### src/rtl/frzc_pkg.sv
package frzc_pkg;

    localparam int unsigned N_ENG = 5;

    typedef enum logic [2:0] {
        ENG_WAKEUP = 3'd0,
        ENG_SWTIM  = 3'd1,
        ENG_RADIO  = 3'd2,
        ENG_WDOG   = 3'd3,
        ENG_DMA    = 3'd4
    } engine_e;

    localparam logic [7:0] OFS_SET = 8'h00;
    localparam logic [7:0] OFS_CLR = 8'h02;
    localparam logic [7:0] OFS_DBG = 8'h04;

    typedef enum logic [1:0] {
        RD_NONE  = 2'd0,
        RD_STATE = 2'd1,
        RD_DBG   = 2'd2
    } rd_sel_e;

    typedef struct packed {
        logic set_we;
        logic clr_we;
        logic dbg_we;
    } wr_strobe_t;

    // Engines forced while the processor is halted.
    function automatic logic [N_ENG-1:0] halt_force(input logic dbg_en);
        logic [N_ENG-1:0] m;
        m = '0;
        m[ENG_WDOG] = 1'b1;
        if (dbg_en) m = '1;
        return m;
    endfunction

    // Bits a set write may touch.
    function automatic logic [N_ENG-1:0] set_mask(input logic nmi_sel);
        logic [N_ENG-1:0] m;
        m = '1;
        m[ENG_WDOG] = ~nmi_sel;
        return m;
    endfunction

endpackage

### src/rtl/frzc_decode.sv
module frzc_decode
    import frzc_pkg::*;
#(
    parameter int unsigned ADDR_W = 4
) (
    input  logic              sel,
    input  logic              wr,
    input  logic [ADDR_W-1:0] addr,
    output wr_strobe_t        strobe,
    output rd_sel_e           rd_sel
);
    logic hit_set, hit_clr, hit_dbg;

    always_comb begin
        hit_set = (addr == ADDR_W'(OFS_SET));
        hit_clr = (addr == ADDR_W'(OFS_CLR));
        hit_dbg = (addr == ADDR_W'(OFS_DBG));

        strobe.set_we = sel & wr & hit_set;
        strobe.clr_we = sel & wr & hit_clr;
        strobe.dbg_we = sel & wr & hit_dbg;

        rd_sel = RD_NONE;
        if (sel && !wr) begin
            if (hit_set || hit_clr) rd_sel = RD_STATE;
            else if (hit_dbg)       rd_sel = RD_DBG;
        end
    end
endmodule

### src/rtl/frzc_state.sv
module frzc_state
    import frzc_pkg::*;
#(
    parameter int unsigned NB = N_ENG
) (
    input  logic          clk,
    input  logic          rst,
    input  wr_strobe_t    strobe,
    input  logic [NB-1:0] wbits,
    input  logic          nmi_sel,
    output logic [NB-1:0] state
);
    logic [NB-1:0] allow;
    assign allow = set_mask(nmi_sel);

    for (genvar i = 0; i < NB; i++) begin : g_bit
        logic set_i, clr_i;
        assign set_i = strobe.set_we & wbits[i] & allow[i];
        assign clr_i = strobe.clr_we & wbits[i];
        always_ff @(posedge clk) begin
            if (rst)        state[i] <= 1'b0;
            else if (set_i) state[i] <= 1'b1;
            else if (clr_i) state[i] <= 1'b0;
        end
    end
endmodule

### src/rtl/frzc_dbg.sv
module frzc_dbg (
    input  logic clk,
    input  logic rst,
    input  logic we,
    input  logic wbit,
    output logic en
);
    always_ff @(posedge clk) begin
        if (rst)     en <= 1'b1;
        else if (we) en <= wbit;
    end
endmodule

### src/rtl/frzc_out.sv
module frzc_out
    import frzc_pkg::*;
#(
    parameter int unsigned NB = N_ENG
) (
    input  logic [NB-1:0] state,
    input  logic          halted,
    input  logic          dbg_en,
    output logic [NB-1:0] frz
);
    logic [NB-1:0] force_m;
    assign force_m = halt_force(dbg_en);

    for (genvar i = 0; i < NB; i++) begin : g_eng
        assign frz[i] = state[i] | (halted & force_m[i]);
    end
endmodule

### src/rtl/timer_freeze_ctrl.sv
module timer_freeze_ctrl
    import frzc_pkg::*;
#(
    parameter int unsigned DATA_W = 16,
    parameter int unsigned ADDR_W = 4
) (
    input  logic              clk,
    input  logic              rst,
    input  logic              bus_sel,
    input  logic              bus_wr,
    input  logic [ADDR_W-1:0] bus_addr,
    input  logic [DATA_W-1:0] bus_wdata,
    output logic [DATA_W-1:0] bus_rdata,
    input  logic              wdog_nmi_rst,
    input  logic              cpu_halted,
    output logic [N_ENG-1:0]  freeze_o
);
    wr_strobe_t       strobe;
    rd_sel_e          rd_sel;
    logic [N_ENG-1:0] frz_state;
    logic             dbg_freeze_en;

    frzc_decode #(.ADDR_W(ADDR_W)) u_dec (
        .sel    (bus_sel),
        .wr     (bus_wr),
        .addr   (bus_addr),
        .strobe (strobe),
        .rd_sel (rd_sel)
    );

    frzc_state #(.NB(N_ENG)) u_state (
        .clk     (clk),
        .rst     (rst),
        .strobe  (strobe),
        .wbits   (bus_wdata[N_ENG-1:0]),
        .nmi_sel (wdog_nmi_rst),
        .state   (frz_state)
    );

    frzc_dbg u_dbg (
        .clk  (clk),
        .rst  (rst),
        .we   (strobe.dbg_we),
        .wbit (bus_wdata[0]),
        .en   (dbg_freeze_en)
    );

    frzc_out #(.NB(N_ENG)) u_out (
        .state  (frz_state),
        .halted (cpu_halted),
        .dbg_en (dbg_freeze_en),
        .frz    (freeze_o)
    );

    always_comb begin
        unique case (rd_sel)
            RD_STATE: bus_rdata = DATA_W'(frz_state);
            RD_DBG:   bus_rdata = DATA_W'(dbg_freeze_en);
            default:  bus_rdata = '0;
        endcase
    end
endmodule

### config.mk
export PLATFORM = sky130hd
export DESIGN_NAME = timer_freeze_ctrl
export DESIGN_NICKNAME = d
export VERILOG_FILES = /design/src/rtl/frzc_pkg.sv /design/src/rtl/frzc_decode.sv /design/src/rtl/frzc_state.sv /design/src/rtl/frzc_dbg.sv /design/src/rtl/frzc_out.sv /design/src/rtl/timer_freeze_ctrl.sv
export SDC_FILE = /design/constraint.sdc
export NUM_CORES = 1
export LEC_CHECK = 0
export ABC_AREA = 1
export BUFFER_PORTS_ARGS = -buffer_cell sky130_fd_sc_hd__buf_2
export CORE_UTILIZATION = 34
export CTS_CLUSTER_SIZE = 24
export DETAILED_ROUTE_END_ITERATION = 16
export PLACE_DENSITY = 0.85
export REMOVE_ABC_BUFFERS = 1
export SLEW_MARGIN = 20
export SYNTH_ARGS = -nofsm -noshare
export SYNTH_HDL_FRONTEND = slang
export SYNTH_SLANG_ARGS = --single-unit
### constraint.sdc
create_clock -name clk -period 1 [get_ports clk]
set_input_delay 0.2 -clock clk [delete_from_list [all_inputs] [get_ports clk]]
set_output_delay 0.2 -clock clk [all_outputs]
set_load 0.01 [all_outputs]
# Word level (Yosys, flattened, before mapping)
# Index checks and enable logic that the tools add are counted.
[op_classes]
muxes = 15
n_bitwise = 26
n_eq_ne = 4
n_reduce_logical = 9
[op_table]
columns = ["operator", "count"]
rows = [
  ["bitwise AND 1 bit", 20],
  ["two-way mux 1 bit", 10],
  ["case mux 5 bit (2 select lines)", 1],
  ["nonzero test 2 bit", 5],
  ["two-way mux 2 bit", 3],
  ["two-way mux 5 bit", 1],
  ["bitwise OR 1 bit", 5],
  ["equality test 4 x 2 -> 1 bit (second input constant)", 1],
  ["equality test 4 x 3 -> 1 bit (second input constant)", 1],
  ["zero test 4 bit", 1],
  ["equality test 2 x 1 -> 1 bit (second input constant)", 1],
  ["equality test 2 bit (second input constant)", 1],
  ["logical AND 1 bit", 1],
  ["zero test 1 bit", 1],
  ["logical OR 1 bit", 1],
  ["NOT 1 bit", 1],
]
[word_totals]
out_inout_bits = 21
wordCells = 60
reg_bits = 6
inputBits = 26

# Depth between registers and ports, before layout
[logic_depth]
depth_word = 6
depth_mapped = 6

# Hierarchy
# Synthesis repeated with hierarchy kept, for this count alone.
[unflattened]
cells_unflattened = 89
hier_area_um2 = 516.7
[by_module_without_submodules]
columns = ["mod", "area_each_um2", "cells_each", "n_inst"]
rows = [
  ["frzc_state", 186.4, 26, 1],
  ["timer_freeze_ctrl", 167.7, 27, 1],
  ["frzc_decode", 67.6, 18, 1],
  ["frzc_dbg", 47.5, 6, 1],
  ["frzc_out", 47.5, 12, 1],
]

# Worst setup path before layout
# No wires, ideal clock.
[synth_timing]
path_kind = "in2out"
start = "input port bus_addr[3]"
end = "output port bus_rdata[0]"
slack_ps = -8
stages = 3
path_buffers = 0
arrival_ps = 808
t_required_ps = 800
path_cell_list = "nor2_4 -> nand3b_1 -> o21ai_0"
[synth_via]
elab_chain_len = 6
[synth_rtl]
columns = ["item", "line_no", "text"]
rows = [
  ["from (decl)", "timer_freeze_ctrl.sv:11", "input logic [ADDR_W-1:0] bus_addr,"],
  ["equality test 4 x 3 -> 1 bit, or another cell as far along", "frzc_decode.sv:17", "hit_dbg = (addr == ADDR_W'(OFS_DBG));"],
  ["two-way mux 2 bit or logical OR 1 bit (tied branches)", "frzc_decode.sv:26, frzc_decode.sv:25", ""],
  ["two-way mux 2 bit (*)", "frzc_decode.sv:25", "if (hit_set || hit_clr) rd_sel = RD_STATE;"],
  ["two-way mux 2 bit (*)", "frzc_decode.sv:24", "if (sel && !wr) begin"],
  ["equality test 2 bit or equality test 2 x 1 -> 1 bit (tied branches)", "timer_freeze_ctrl.sv:56", "unique case (rd_sel)"],
  ["case mux 5 bit (2 select lines) (*)", "timer_freeze_ctrl.sv:56", ""],
  ["to (decl)", "timer_freeze_ctrl.sv:13", "output logic [DATA_W-1:0] bus_rdata,"],
]
# Mark *: on every way between the ends. The rest lies on a longest branch, timed or not.

# Final worst setup path
[layout_timing]
start = "input port bus_addr[3]"
end = "output port bus_rdata[2]"
# Same word-level chain as after synthesis.

==> summary.txt <==
Floorplanning
  – Die boundary height: 39.1 um
  – Io pins: 47
  – Die Footprint: approximately 1500 sq um
  – Die Span X: 39.1 um
  – Initial core utilization: 0.393
  – Placement Rows: 12
  – Placeable core area: 1190 sq um

Routing
  – Iteration-0 DRC count of the detailed router: 4
  – Vias post-DR: 555
  – Total DRC errors in the routed layout: 0
  – Number of detailed-routing iterations run before antenna repair: 2
  – Final ANT Viol Nets: 0
  – Via/cell ratio: between 4 and 5
  – Final WL: 1.25 mm
  – Mean routed wirelength per cell: 10.2 um

CTS
  – Clock tree from TritonCTS: yes
  – Root Buffer Master: clkbuf_4
  – Max clock buf depth: 2
  – Clock slew seen by the registers of the worst setup and hold paths: approximately 50 ps
  – H-tree levels: 1
  – Num CTS Buffers: 3
  – Clk sink count: 6
  – Clock latency on the worst-skew pair: 250 ps

Synth
  – Cell types with the largest area share after synthesis: dfxtp_1 (26%), buf_4 (18%), nand2_1 (15%)
  – Share of the synthesized area in the top cell type: 0.257
  – Cells after synthesis: 74
  – Number of library cell types mapped by synthesis: 14
  – Netlist area before placement: 467 sq um
  – Total of warnings raised by yosys: 0
  – Total of flip-flops plus latches after synthesis: 6
  – Post-synthesis sequential area ratio: 0.257
  – Mean Syn Cell Area: 6.31 sq um
  – Cell taking the most area after synthesis: dfxtp_1

Pwr
  – Clock network fraction of design power: 0.357
  – Share of total power consumed by net switching: 0.290
  – Cell-internal power: roughly 0.46 mW
  – Net load switching power: 0.187 mW
  – Combinational cell fraction of total power: 0.265
  – Largest vdd supply drop: 0.583 mV
  – Power density cells: 869 nW/um^2
  – Power share of the sequential group: 0.378
  – Leak pwr: 0.352 nW

Run status
  – Violated checks: negative setup slack
  – Status: finished with violations

Worst hold path
  – Worst hold path type: in2reg

Critical path
  – Critical-path maximum fanout: 3
  – Endpoint type of the worst setup path: output port
  – CP required: about 800 ps
  – Worst Path Class, Setup: in2out
  – Worst Setup Start Kind: input pin
  – Arrival time worst endpoint: 950 ps

Timing
  – Final hold slack: 170 ps
  – PnR worst setup slack: -154 ps
  – Maximum frequency from static timing analysis: a little under 900 MHz
  – Clock Skew: 0 ps
  – Setup TNS: -981 ps
  – Final hold violation count: 0
  – Share of the cycle needed by the critical path after routing: 1.15
  – Min Tclk post-route: 1150 ps
  – Max-slew violation count: 0
  – RSZ-0062 raised after global routing: true
  – Final count of negative-setup-slack endpoints: 10

Global route
  – Remaining global-route overflow: 0
  – Maximum number of pins on one net before global-route repair: 8
  – Global-route usage over all layers: 0.167
  – Vias in the first global route: 465
  – Global-route wire length before repair: 1.73 mm
  – Initial antenna violation count: 0

Placed design
  – Number of placed instances, taps included: approximately 120
  – Number of buffers added on ports: 24
  – Sum of net half-perimeters after detailed placement: 909 um
  – Post-Place Cell Area: between 600 and 700 sq um
  – Final RePlAce weighted congestion: 0.783

Layout
  – Final std cell area, no fill: 741 sq um
  – Number of inserted diodes: 0
  – Share of post-route cells with drive strength above 1: 0.481
  – Fin cells: around 120
  – Post-layout net count: 136
  – Area overhead of the layout relative to synthesis: 58.7%

Job
  – Max Cap Viol: 0
stage by stage:
stage / setup slack [ps] / total power [mW] / util
detailed placement: -194 / 0.377 / 0.509
floorplan: -7.53 / 0.308 / -
finish: -154 / 0.644 / 0.624
global placement: -185 / 0.376 / 0.509
CTS: -169 / 0.630 / 0.574
global route: -217 / 0.678 / 0.624
placed cells by master (no fill, tap or decap), drive strengths merged:
cell type / n
a21oi: 5
buf: 32
clkbuf: 3
conb: 11
dfxtp: 6
inv: 9
nand2: 20
nand3: 2
nand3b: 2
nand4: 5
nor2: 11
o21ai: 1
or2: 1
sequential cells by signal, indices dropped and copies added, names as in the netlist:
name	flops
u_dbg.en	1
u_state.state	5
cell type report:
| type | count | area, sq um |
|---|---|---|
| Timing Repair Buffer | 32 | 238 |
| Fill cell | 114 | 445 |
| Clock buffer | 3 | 22.5 |
| Tap cell | 14 | 17.5 |
| Sequential cell | 6 | 124 |
| Multi-Input combinational cell | 58 | 305 |
| Inverter | 9 | 33.8 |
cell usage after synthesis, drive strengths merged:
cell    number
a21oi        5
buf         11
conb         1
dfxtp        6
inv          9
nand2       20
nand3        2
nand3b       2
nand4        5
nor2        11
o21ai        1
or2          1
power groups by stage:
stage	Clock [mW]	Sequential [mW]	Combinational, mW
finish	0.230	0.243	0.171
global route	0.250	0.243	0.184
floorplan	0	0.247	0.0614
global placement	0	0.247	0.129
CTS	0.237	0.243	0.150
detailed placement	0	0.247	0.130
logic make-up after synthesis:
| kind of cell | count (synthesis) | share of synthesized area |
|---|---|---|
| buffers and inverters | 20 | 0.249 |
| AND/OR/NAND/NOR | 41 | 0.421 |
| other | 1 | 0.00804 |
| flip-flops | 6 | 0.257 |
| AO/OA/AOI/OAI | 6 | 0.0643 |
worst max-delay path, stage by stage:
cell and delay (ps):
buf_8 100, nor2_4 100, nand3b_1 170, buf_4 180
nor2_1 70, buf_2 130
per-layer routing:
metal  track usage  routed length (um)  up-vias
met2         0.292                 686       23
met3        0.0694                  84        0
met5             0                   0        -
li1              -                   -      282
met4        0.0259                   0        0
met1         0.191                 478      250
path summary, 6_finish.rpt:
| kind | startpoint | endpoint | slack [ps] | cells past startpoint |
|---|---|---|---|---|
| setup reg to reg | u_state.state[3]$_SDFFE_PP0P_ | u_state.state[3]$_SDFFE_PP0P_ | 340 | 3 |
| setup / recovery | bus_addr[3] | bus_rdata[2] | -150 | 6 |
| hold / removal | rst | u_state.state[1]$_SDFFE_PP0P_ | 170 | 2 |
| hold reg to reg | u_state.state[4]$_SDFFE_PP0P_ | u_state.state[4]$_SDFFE_PP0P_ | 460 | 2 |
what timing repair did:
action	CTS	global route
setup endpoints to repair	10	10
pin swaps	8	7
gates resized for setup	12	17
hold buffers	0	0
setup buffers	2	0
(Power assumes the default switching activity.)
